`src/rtl/mda_pkg.sv`:
```
package mda_pkg;
    localparam int DELTA_W = 8;
    localparam int ADDR_W  = 7;

    typedef logic signed [DELTA_W-1:0] delta_t;
    typedef logic [ADDR_W-1:0]         addr_t;

    localparam delta_t DELTA_MAX = delta_t'((2 ** (DELTA_W - 1)) - 1);
    localparam delta_t DELTA_MIN = delta_t'(-(2 ** (DELTA_W - 1)));

    localparam addr_t ADDR_STATUS = addr_t'(7'h02);
    localparam addr_t ADDR_XCNT   = addr_t'(7'h03);
    localparam addr_t ADDR_YCNT   = addr_t'(7'h04);

    typedef struct packed {
        logic rd_x;
        logic rd_y;
        logic clr;
    } host_op_t;

    function automatic delta_t sat_add(input delta_t a, input delta_t b);
        logic signed [DELTA_W:0] s;
        s = {a[DELTA_W-1], a} + {b[DELTA_W-1], b};
        if (s > $signed({1'b0, DELTA_MAX}))
            return DELTA_MAX;
        else if (s < $signed({1'b1, DELTA_MIN}))
            return DELTA_MIN;
        else
            return s[DELTA_W-1:0];
    endfunction
endpackage

```
`src/rtl/mda_decode.sv`:
```
module mda_decode
    import mda_pkg::*;
(
    input  logic     rd_stb,
    input  logic     wr_stb,
    input  addr_t    reg_addr,
    output host_op_t op
);
    always_comb begin
        op.rd_x = rd_stb && (reg_addr == ADDR_XCNT);
        op.rd_y = rd_stb && (reg_addr == ADDR_YCNT);
        op.clr  = wr_stb && (reg_addr == ADDR_STATUS);
    end
endmodule

```
`src/rtl/mda_axis.sv`:
```
module mda_axis
    import mda_pkg::*;
#(
    parameter bit HOLD = 1'b0
)(
    input  logic   clk,
    input  logic   rst,
    input  logic   inc_vld,
    input  delta_t inc,
    input  logic   clr_all,
    input  logic   take,
    input  logic   snap,
    output delta_t rpt,
    output logic   hold_vld
);
    delta_t acc_q, base, acc_n;
    logic   snap_eff, take_live, zero_base;

    assign take_live = take && !hold_vld;
    assign zero_base = clr_all || take_live || snap_eff;

    always_comb begin
        base  = zero_base ? '0 : acc_q;
        acc_n = inc_vld ? sat_add(base, inc) : base;
    end

    always_ff @(posedge clk) begin
        if (rst) acc_q <= '0;
        else     acc_q <= acc_n;
    end

    generate
        if (HOLD) begin : g_hold
            delta_t hold_q;
            logic   hv_q;
            assign snap_eff = snap;
            assign hold_vld = hv_q;
            assign rpt      = hv_q ? hold_q : acc_q;

            always_ff @(posedge clk) begin
                if (rst || clr_all) begin
                    hold_q <= '0;
                    hv_q   <= 1'b0;
                end else if (snap) begin
                    hold_q <= acc_q;
                    hv_q   <= 1'b1;
                end else if (take && hv_q) begin
                    hv_q   <= 1'b0;
                end
            end


            snap_capture_chk: assert property (@(posedge clk) disable iff (rst)
                snap && !clr_all |=> hv_q && (hold_q == $past(acc_q)));
        end else begin : g_direct
            assign snap_eff = snap & 1'b0;
            assign hold_vld = 1'b0;
            assign rpt      = acc_q;
        end
    endgenerate


    clr_wipes_chk: assert property (@(posedge clk) disable iff (rst)
        clr_all && !inc_vld |=> acc_q == '0);

    take_clears_chk: assert property (@(posedge clk) disable iff (rst)
        take && !hold_vld && !inc_vld |=> acc_q == '0);

    read_keeps_inc_chk: assert property (@(posedge clk) disable iff (rst)
        take && !hold_vld && inc_vld && !clr_all |=> acc_q == $past(inc));

    sat_high_chk: assert property (@(posedge clk) disable iff (rst)
        inc_vld && !zero_base && (acc_q == DELTA_MAX) && !inc[DELTA_W-1] |=> acc_q == DELTA_MAX);

    sat_low_chk: assert property (@(posedge clk) disable iff (rst)
        inc_vld && !zero_base && (acc_q == DELTA_MIN) && inc[DELTA_W-1] |=> acc_q == DELTA_MIN);
endmodule

```
`src/rtl/mda_flag.sv`:
```
module mda_flag
    import mda_pkg::*;
(
    input  logic   clk,
    input  logic   rst,
    input  logic   inc_vld,
    input  delta_t inc_x,
    input  delta_t inc_y,
    input  logic   clr_all,
    input  logic   rd_x,
    input  logic   y_done,
    output logic   flag
);
    logic nz, fresh_q;

    assign nz = inc_vld && ((inc_x != '0) || (inc_y != '0));

    always_ff @(posedge clk) begin
        if (rst) begin
            flag    <= 1'b0;
            fresh_q <= 1'b0;
        end else begin
            if (clr_all || rd_x) fresh_q <= nz;
            else if (nz)         fresh_q <= 1'b1;

            if (clr_all)     flag <= nz;
            else if (nz)     flag <= 1'b1;
            else if (y_done) flag <= fresh_q;
        end
    end


    motion_sets_chk: assert property (@(posedge clk) disable iff (rst)
        nz |=> flag);

    write_clears_flag_chk: assert property (@(posedge clk) disable iff (rst)
        clr_all && !nz |=> !flag);

    idle_holds_flag_chk: assert property (@(posedge clk) disable iff (rst)
        !clr_all && !rd_x && !y_done && !nz |=> flag == $past(flag));
endmodule

```
`src/rtl/motion_delta_acc.sv`:
```
module motion_delta_acc
    import mda_pkg::*;
(
    input  logic       clk,
    input  logic       rst,
    input  logic       frm_vld,
    input  logic [7:0] frm_dx,
    input  logic [7:0] frm_dy,
    input  logic       rd_stb,
    input  logic       wr_stb,
    input  logic [6:0] reg_addr,
    output logic [7:0] status_o,
    output logic [7:0] dx_o,
    output logic [7:0] dy_o
);
    host_op_t op;
    delta_t   rpt_x, rpt_y;
    logic     x_hold_unused, y_hold_vld, flag;

    mda_decode u_dec (
        .rd_stb  (rd_stb),
        .wr_stb  (wr_stb),
        .reg_addr(reg_addr),
        .op      (op)
    );

    mda_axis #(.HOLD(1'b0)) u_ax_x (
        .clk     (clk),
        .rst     (rst),
        .inc_vld (frm_vld),
        .inc     (delta_t'(frm_dx)),
        .clr_all (op.clr),
        .take    (op.rd_x),
        .snap    (1'b0),
        .rpt     (rpt_x),
        .hold_vld(x_hold_unused)
    );

    mda_axis #(.HOLD(1'b1)) u_ax_y (
        .clk     (clk),
        .rst     (rst),
        .inc_vld (frm_vld),
        .inc     (delta_t'(frm_dy)),
        .clr_all (op.clr),
        .take    (op.rd_y),
        .snap    (op.rd_x),
        .rpt     (rpt_y),
        .hold_vld(y_hold_vld)
    );

    mda_flag u_flag (
        .clk    (clk),
        .rst    (rst),
        .inc_vld(frm_vld),
        .inc_x  (delta_t'(frm_dx)),
        .inc_y  (delta_t'(frm_dy)),
        .clr_all(op.clr),
        .rd_x   (op.rd_x),
        .y_done (op.rd_y && y_hold_vld && !x_hold_unused),
        .flag   (flag)
    );

    assign status_o = {flag, 7'b0};
    assign dx_o     = rpt_x;
    assign dy_o     = rpt_y;
endmodule

```
`config.mk`:
```
export PLATFORM = sky130hd
export DESIGN_NAME = motion_delta_acc
export DESIGN_NICKNAME = d
export VERILOG_FILES = /design/src/rtl/mda_pkg.sv /design/src/rtl/mda_decode.sv /design/src/rtl/mda_axis.sv /design/src/rtl/mda_flag.sv /design/src/rtl/motion_delta_acc.sv
export SDC_FILE = /design/constraint.sdc
export NUM_CORES = 1
export LEC_CHECK = 0
export ABC_AREA = 1
export BUFFER_PORTS_ARGS = -buffer_cell sky130_fd_sc_hd__buf_2
export CORE_ASPECT_RATIO = 1.4
export CORE_MARGIN = 2
export CORE_UTILIZATION = 48
export DETAILED_ROUTE_END_ITERATION = 16
export PLACE_DENSITY = 0.8
export SETUP_SLACK_MARGIN = 0.15
export SYNTH_ARGS = -nofsm -noshare
export SYNTH_HDL_FRONTEND = slang
export SYNTH_SLANG_ARGS = --single-unit
```
`constraint.sdc`:
```
create_clock -name clk -period 2.05 [get_ports clk]
set_input_delay 0.205 -clock clk [delete_from_list [all_inputs] [get_ports clk]]
set_output_delay 0.205 -clock clk [all_outputs]
set_load 0.01 [all_outputs]
```
==> flow_summary.yaml, run 1 <==
drt:
  post_drt_wl_per_cell_um: 13.0
  first_iter_violations: 72
  antenna_left: 0
  num_vias: 2376
  drt-total-wl_um: 5920
  drc: 0
  drt-pass1-iter-count: 4
  viasPerCell: 5.20
worst_setup_path:
  max_stage_delay_ns: 0.35
  r2r-end: "u_ax_y.acc_q[6]"
  worst_setup_path_start_kind: "primary input"
  cp_max_fo: 7
  path_cells: "buf_6 > nand3b_1 > nor2_4 > o21ai_4 > nand2_4 > nor2_2 > ha_2 > fa_2 > nand3_2 > nand2_2 > nand2_2 > nand2_2 > nand2_2 > nand3_4 > nand2_2 > a21oi_2"
  reg2reg_depth: 14
  path_class: "in2reg"
  reg2reg_from: "u_ax_y.hold_vld"
  critPathSlowestCell: "fa_2"
  cpMostUsedCell: "nand2_2"
  ff2ff_setup_slack_ns: 0.09
  arrival_ns: 2.14
  cp-end-kind: "flip-flop"
  critPathRequiredTime_ns: 2.21
synthesis:
  synth_cells: 330
  synth_ff_type: "dfxtp_1"
  yosys.area_share.simple: 0.313
  muxShareOfSynthArea: 0
  yosysSeqAreaShare: 0.258
  synth_cell_types: 28
  synthArstFlopShare: 0
  synth.largest_area_cell: "dfxtp_1"
  post_synth.cell_area_avg_um2: 6.35
  synth_enable_flop_cells: 0
  synth-xor-area-share: 0.0251
  yosys.area.top_type_share: 0.258
  synth_area_mm2: 0.00210
  yosysWarningCount: 0
  ys_ff_latch: 27
  yosys.area_share.adder: 0.115
  synth.area.top_cells: "dfxtp_1 (26%), nand2_1 (18%), ha_1 (9.5%), inv_1 (7.7%), a21oi_1 (6.2%)"
  synth_compound_area_frac: 0.159
  synth_top_family_by_area: "simple AND/OR/NAND/NOR gates"
floorplan:
  die_h_um: 82.2
  initial_core_util: 0.499
  rows: 28
  core_area_mm2: 0.00420
  chipWidth_um: 59.9
  die_area_mm2: 0.00492
  ios: 52
timing:
  fin_setup_tns_ns: 0
  fin_skew_ns: 0.00145
  hold_violations: 0
  setup_violations: 0
  finalCritPeriodShare: 0.963
  drv_slew: 0
  setup_ws_ns: 0.0767
  rsz0062_at_grt: "yes"
  max_freq_ghz: 0.507
  finalCriticalPeriod_ns: 1.97
hold_path:
  whs_path_depth: 2
  min_path_type: "in2reg"
  hp-start: "rst"
  hold_end: "u_ax_y.acc_q[7]"
placed_design:
  placed_cell_area_mm2: 0.00259
  globalplace.congestion: 0.907
  dp_hpwl_um: 4190
  portBuffers: 44
  pre_cts_ws_ns: -0.266
cells_and_area:
  diodes: 0
  fin_area_mm2: 0.00300
  synthToLayoutAreaGrowth_pct: 42.8
  fillers: 322
  drive_gt1_frac: 0.391
  fin_nets: 459
cts:
  cts-root-buf: "clkbuf_8"
  cts_max_level: 1
  clock_sinks: 27
  clk_pin_slew_ns: 0.09
  clockBufferDepth: 2
  numCtsBuffers: 3
  cts_tree: "done"
  insertion_delay_ns: 0.26
grt:
  grt_overflow: 0
  grtUsageTotal: 0.237
  grt_pass1_wl_um: 9140
  first_global_vias: 2232
  antenna_found_initial: 0
  grt_max_degree: 19
outcome:
  status: "finished, final reports clean"
pwr:
  ir_drop_uv: 494
  p_leak_nw: 1.55
  p_total_mw: 2.35
  power_density_mw_per_mm2: 786
job:
  max-cap-violations: 0
cell usage in the layout (no fill, tap or decap), types with 6 or more instances in the layout:
cell type and n:
a211oi_1 8, a21oi_1 14, a21oi_2 12, buf_2 42, buf_4 40, conb_1 7
dfxtp_1 26, ha_1 7, ha_4 8, inv_1 40, nand2_1 78, nand2_2 19
nand3_1 8, nand3_2 6, nor2_1 23, nor2_2 7, o21ai_0 21
cell type report:
type,count,area [um^2],area share
inverters,45,169,0.0564
repair buffers,85,544,0.182
well taps,45,56.3,0.0188
flip-flops and latches,27,542,0.181
multi-input cells,251,1640,0.547
clock buffers,4,45.0,0.0150
worst max-delay path by stage:
| stage | startpoint | end | depth (start not counted) |
|---|---|---|---|
| 6_report | reg_addr[3] | u_ax_y.acc_q[6] | 16 |
| 5_1_grt | reg_addr[0] | u_ax_y.acc_q[4] | 14 |
| 3_5_place_dp | reg_addr[3] | u_ax_x.rpt[0] | 15 |
| 4_1_cts | reg_addr[5] | u_ax_y.acc_q[1] | 17 |
| 2_1_floorplan | reg_addr[3] | u_ax_y.acc_q[0] | 16 |
| 3_3_place_gp | reg_addr[3] | u_ax_x.rpt[0] | 16 |
layer usage:
metal	wire (um)	track usage
met3	179	0.0218
met2	3380	0.467
met1	2240	0.253
met5	0	0
met4	123	0.0822
power breakdown:
part           leakage [nW]  total [mW]  switching [mW]  internal [mW]
clock network        0.0228       0.291           0.153          0.139
logic                  1.30        1.44           0.807          0.628
registers             0.223       0.626          0.0320          0.594
total                  1.55        2.35           0.992           1.36
kinds of logic after synthesis:
group / count (synthesis)
AO/OA/AOI/OAI: 60
XOR/XNOR: 6
adder cells (fa/ha/maj): 18
buffers and inverters: 59
flip-flops: 27
other: 1
AND/OR/NAND/NOR: 159
sequential cells by signal, summed over array words and instances (netlist names):
| name | cells |
|---|---|
| u_ax_x.rpt | 8 |
| u_flag.fresh_q | 1 |
| u_flag.flag | 1 |
| u_ax_y.acc_q | 8 |
| u_ax_y.hold_vld | 1 |
| u_ax_y.g_hold.hold_q | 8 |
stage by stage:
stage | std cells | hold slack, ns | utilization
after floorplan | 336 | 0.274 | -
after global placement | 444 | 0.443 | 0.617
after detailed placement | 444 | 0.451 | 0.617
after CTS | 454 | 0.162 | 0.676
after global routing | 457 | 0.193 | 0.713
final | 457 | 0.193 | 0.713
cell usage after synthesis, types with 2 or more instances:
master    number
ha_1          16
fa_1           2
nand4_1        3
nor2_1        31
nor4_1         2
xor2_1         5
buf_4          8
a21oi_1       26
buf_6          2
nand2_1      100
a211oi_1       8
buf_2          2
nor2b_1        2
inv_2          2
dfxtp_1       27
o21ai_0       21
nand3_1       17
o21ai_1        3
inv_1         43
clkbuf_1       2
worst max-delay path, delay by kind of cell:
kind / cells / cell delay, ns
AOI/OAI and AO/OA: 2 / 0.18
and+or+nand+nor: 11 / 1.12
adders and majority gates: 2 / 0.53
buffers and inverters: 1 / 0.09
what timing repair did:
| item | 4_1_cts | 5_1_grt |
|---|---|---|
| gates resized for setup | 33 | 30 |
| cloned | 1 | 0 |
| hold buffers | 0 | 0 |
| pin swaps | 12 | 18 |
| setup buffers | 5 | 3 |
| setup endpoints to repair | 15 | 16 |
Power figures use the tool's default switching activity.
==> inputs of run 2 (changes only) <==
CORE_UTILIZATION = 54   (was 48)
PLACE_DENSITY = 0.85   (was 0.8)
clock period = 2 ns   (was 2.05 ns; I/O delays follow)
==> run 2 against run 1 <==
Compared with the run above: the flow now finishes with violations (negative setup slack); worst hold slack worse by 0.040 ns; clock power is 8.2% higher; utilization is 17 points higher; first-iteration DRC count grew to 2.9 times the previous value; clock skew is 0.0015 ns higher; die area is 10% lower; combinational power is 22% higher; critical path type unchanged.
==> flow_summary.yaml, run 2 (synthesized netlist as in run 1, its figures left out) <==
outcome:
  status: "complete, but fails checks"
  violations: "negative setup slack"
drt:
  num_vias: 2752
  post_drt_wl_per_cell_um: 18.0
  viasPerCell: 5.97
  first_iter_violations: 210
  antenna_left: 0
  drt-pass1-iter-count: 5
  drc: 0
  drt-total-wl_um: 8300
cts:
  clock_sinks: 27
  cts_tree: "done"
  clk_pin_slew_ns: 0.09
  cts-root-buf: "clkbuf_8"
  cts.hold.buffers_added: 0
  clockBufferDepth: 2
  numCtsBuffers: 3
  insertion_delay_ns: 0.28
  cts_max_level: 1
placed_design:
  placed_cell_area_mm2: 0.00258
  pre_cts_ws_ns: -0.314
  portBuffers: 44
  globalplace.congestion: 0.893
  dp_hpwl_um: 4270
cells_and_area:
  fin_nets: 466
  synthToLayoutAreaGrowth_pct: 55.4
  final_common_cell: "nand2_1"
  fin_area_mm2: 0.00326
  drive_gt1_frac: 0.463
  layout_common_cells: "nand2_1 (65), buf_4 (43), inv_1 (40), buf_2 (40), nand2_2 (31)"
  multi_input_area_mm2: 0.00180
  fin_util: 0.887
  fillers: 172
  seqCellArea_um2: 542
  diodes: 0
worst_setup_path:
  cp_max_fo: 8
  path_cells: "buf_6 > nand2_2 > inv_2 > o21ai_4 > nand2_8 > buf_12 > nor2_4 > ha_4 > buf_4 > nand2_1 > inv_1 > nand2_2 > nand2_2 > nand2_4 > nand2_2 > nand2_4 > a21oi_1"
  critPathRequiredTime_ns: 2.17
  cp-end-kind: "flip-flop"
  max_stage_delay_ns: 0.36
  ff2ff_setup_slack_ns: -0.14
  path_class: "in2reg"
  critPathSlowestCell: "o21ai_4"
  arrival_ns: 2.37
  cpMostUsedCell: "nand2_2"
  worst_setup_path_start_kind: "primary input"
floorplan:
  die_area_mm2: 0.00440
  ios: 52
  core_area_mm2: 0.00368
  rows: 26
  die_h_um: 77.7
  initial_core_util: 0.570
  chipWidth_um: 56.7
hold_path:
  min_path_type: "in2reg"
timing:
  finalCritPeriodShare: 1.10
  setup_violations: 15
  fin_skew_ns: 0.00292
  finalCriticalPeriod_ns: 2.19
  hold_violations: 0
  rsz0062_at_grt: "yes"
  holdWs_ns: 0.153
  max_freq_ghz: 0.456
  drv_slew: 0
  setup_ws_ns: -0.194
pwr:
  p_leak_nw: 1.64
  p_total_mw: 2.72
  power_density_mw_per_mm2: 835
  ir_drop_uv: 659
grt:
  grt_max_degree: 19
  grtUsageTotal: 0.285
  antenna_found_initial: 0
  grt_pass1_wl_um: 10200
  first_global_vias: 2423
  grt_overflow: 0
job:
  max-cap-violations: 0
[run 2: cell types whose count changed in the layout (fill, tap and decap cells not counted), sizes merged]
| cell | change |
|---|---|
| buf | +7 |
| clkinv | +1 |
| clkbuf | -1 |
[run 2: layer usage]
layer  part of all wire  vias up  GRT usage
met2               0.50      194      0.523
met5                  0        -          0
met1               0.36     1276      0.298
met4              0.074        0      0.176
li1                   -     1224          -
met3              0.072       58     0.0367
[run 2: report_power, final]
| part | total, mW | internal [mW] | switching [mW] |
|---|---|---|---|
| logic | 1.76 | 0.723 | 1.04 |
| clock network | 0.315 | 0.140 | 0.175 |
| registers | 0.647 | 0.609 | 0.0376 |
| total | 2.72 | 1.47 | 1.25 |
[run 2: final timing paths]
| path | endpoint | startpoint | depth (start not counted) |
|---|---|---|---|
| max | u_ax_y.acc_q[4] | rd_stb | 17 |
| min | u_ax_x.rpt[7] | rst | 2 |
| max reg2reg | u_ax_y.acc_q[4] | u_ax_y.hold_vld | 15 |
| min reg2reg | u_ax_y.g_hold.hold_q[7] | u_ax_y.g_hold.hold_q[7] | 2 |
[run 2: per-stage QoR]
stage / TNS [ns] / std cells
after floorplan: -0.916 / 336
after global placement: -3.69 / 440
after detailed placement: -4.47 / 440
after CTS: 0 / 450
after global routing: -3.26 / 461
final: -1.85 / 461
[run 2: cell type report]
type / count / share of cell area
clock inverter: 1 / 0.00154
sequential: 27 / 0.166
clock buffer: 3 / 0.0127
timing repair buffer: 92 / 0.198
tap: 42 / 0.0161
multi-input combinational: 251 / 0.554
inverter: 45 / 0.0518
[run 2: timing repair]
action | 4_1_cts | 5_1_grt
pin swaps | 15 | 33
setup buffers | 5 | 11
gates resized for setup | 35 | 73
gates cloned | 1 | 0
endpoints found under the setup margin | 16 | 16
[run 2: worst max-delay path, delay by kind of cell]
kind	cells	cell delay [ns]
AO/OA/AOI/OAI	2	0.45
AND/OR/NAND/NOR	9	0.94
buffers and inverters	5	0.54
adder cells (fa/ha/maj)	1	0.23
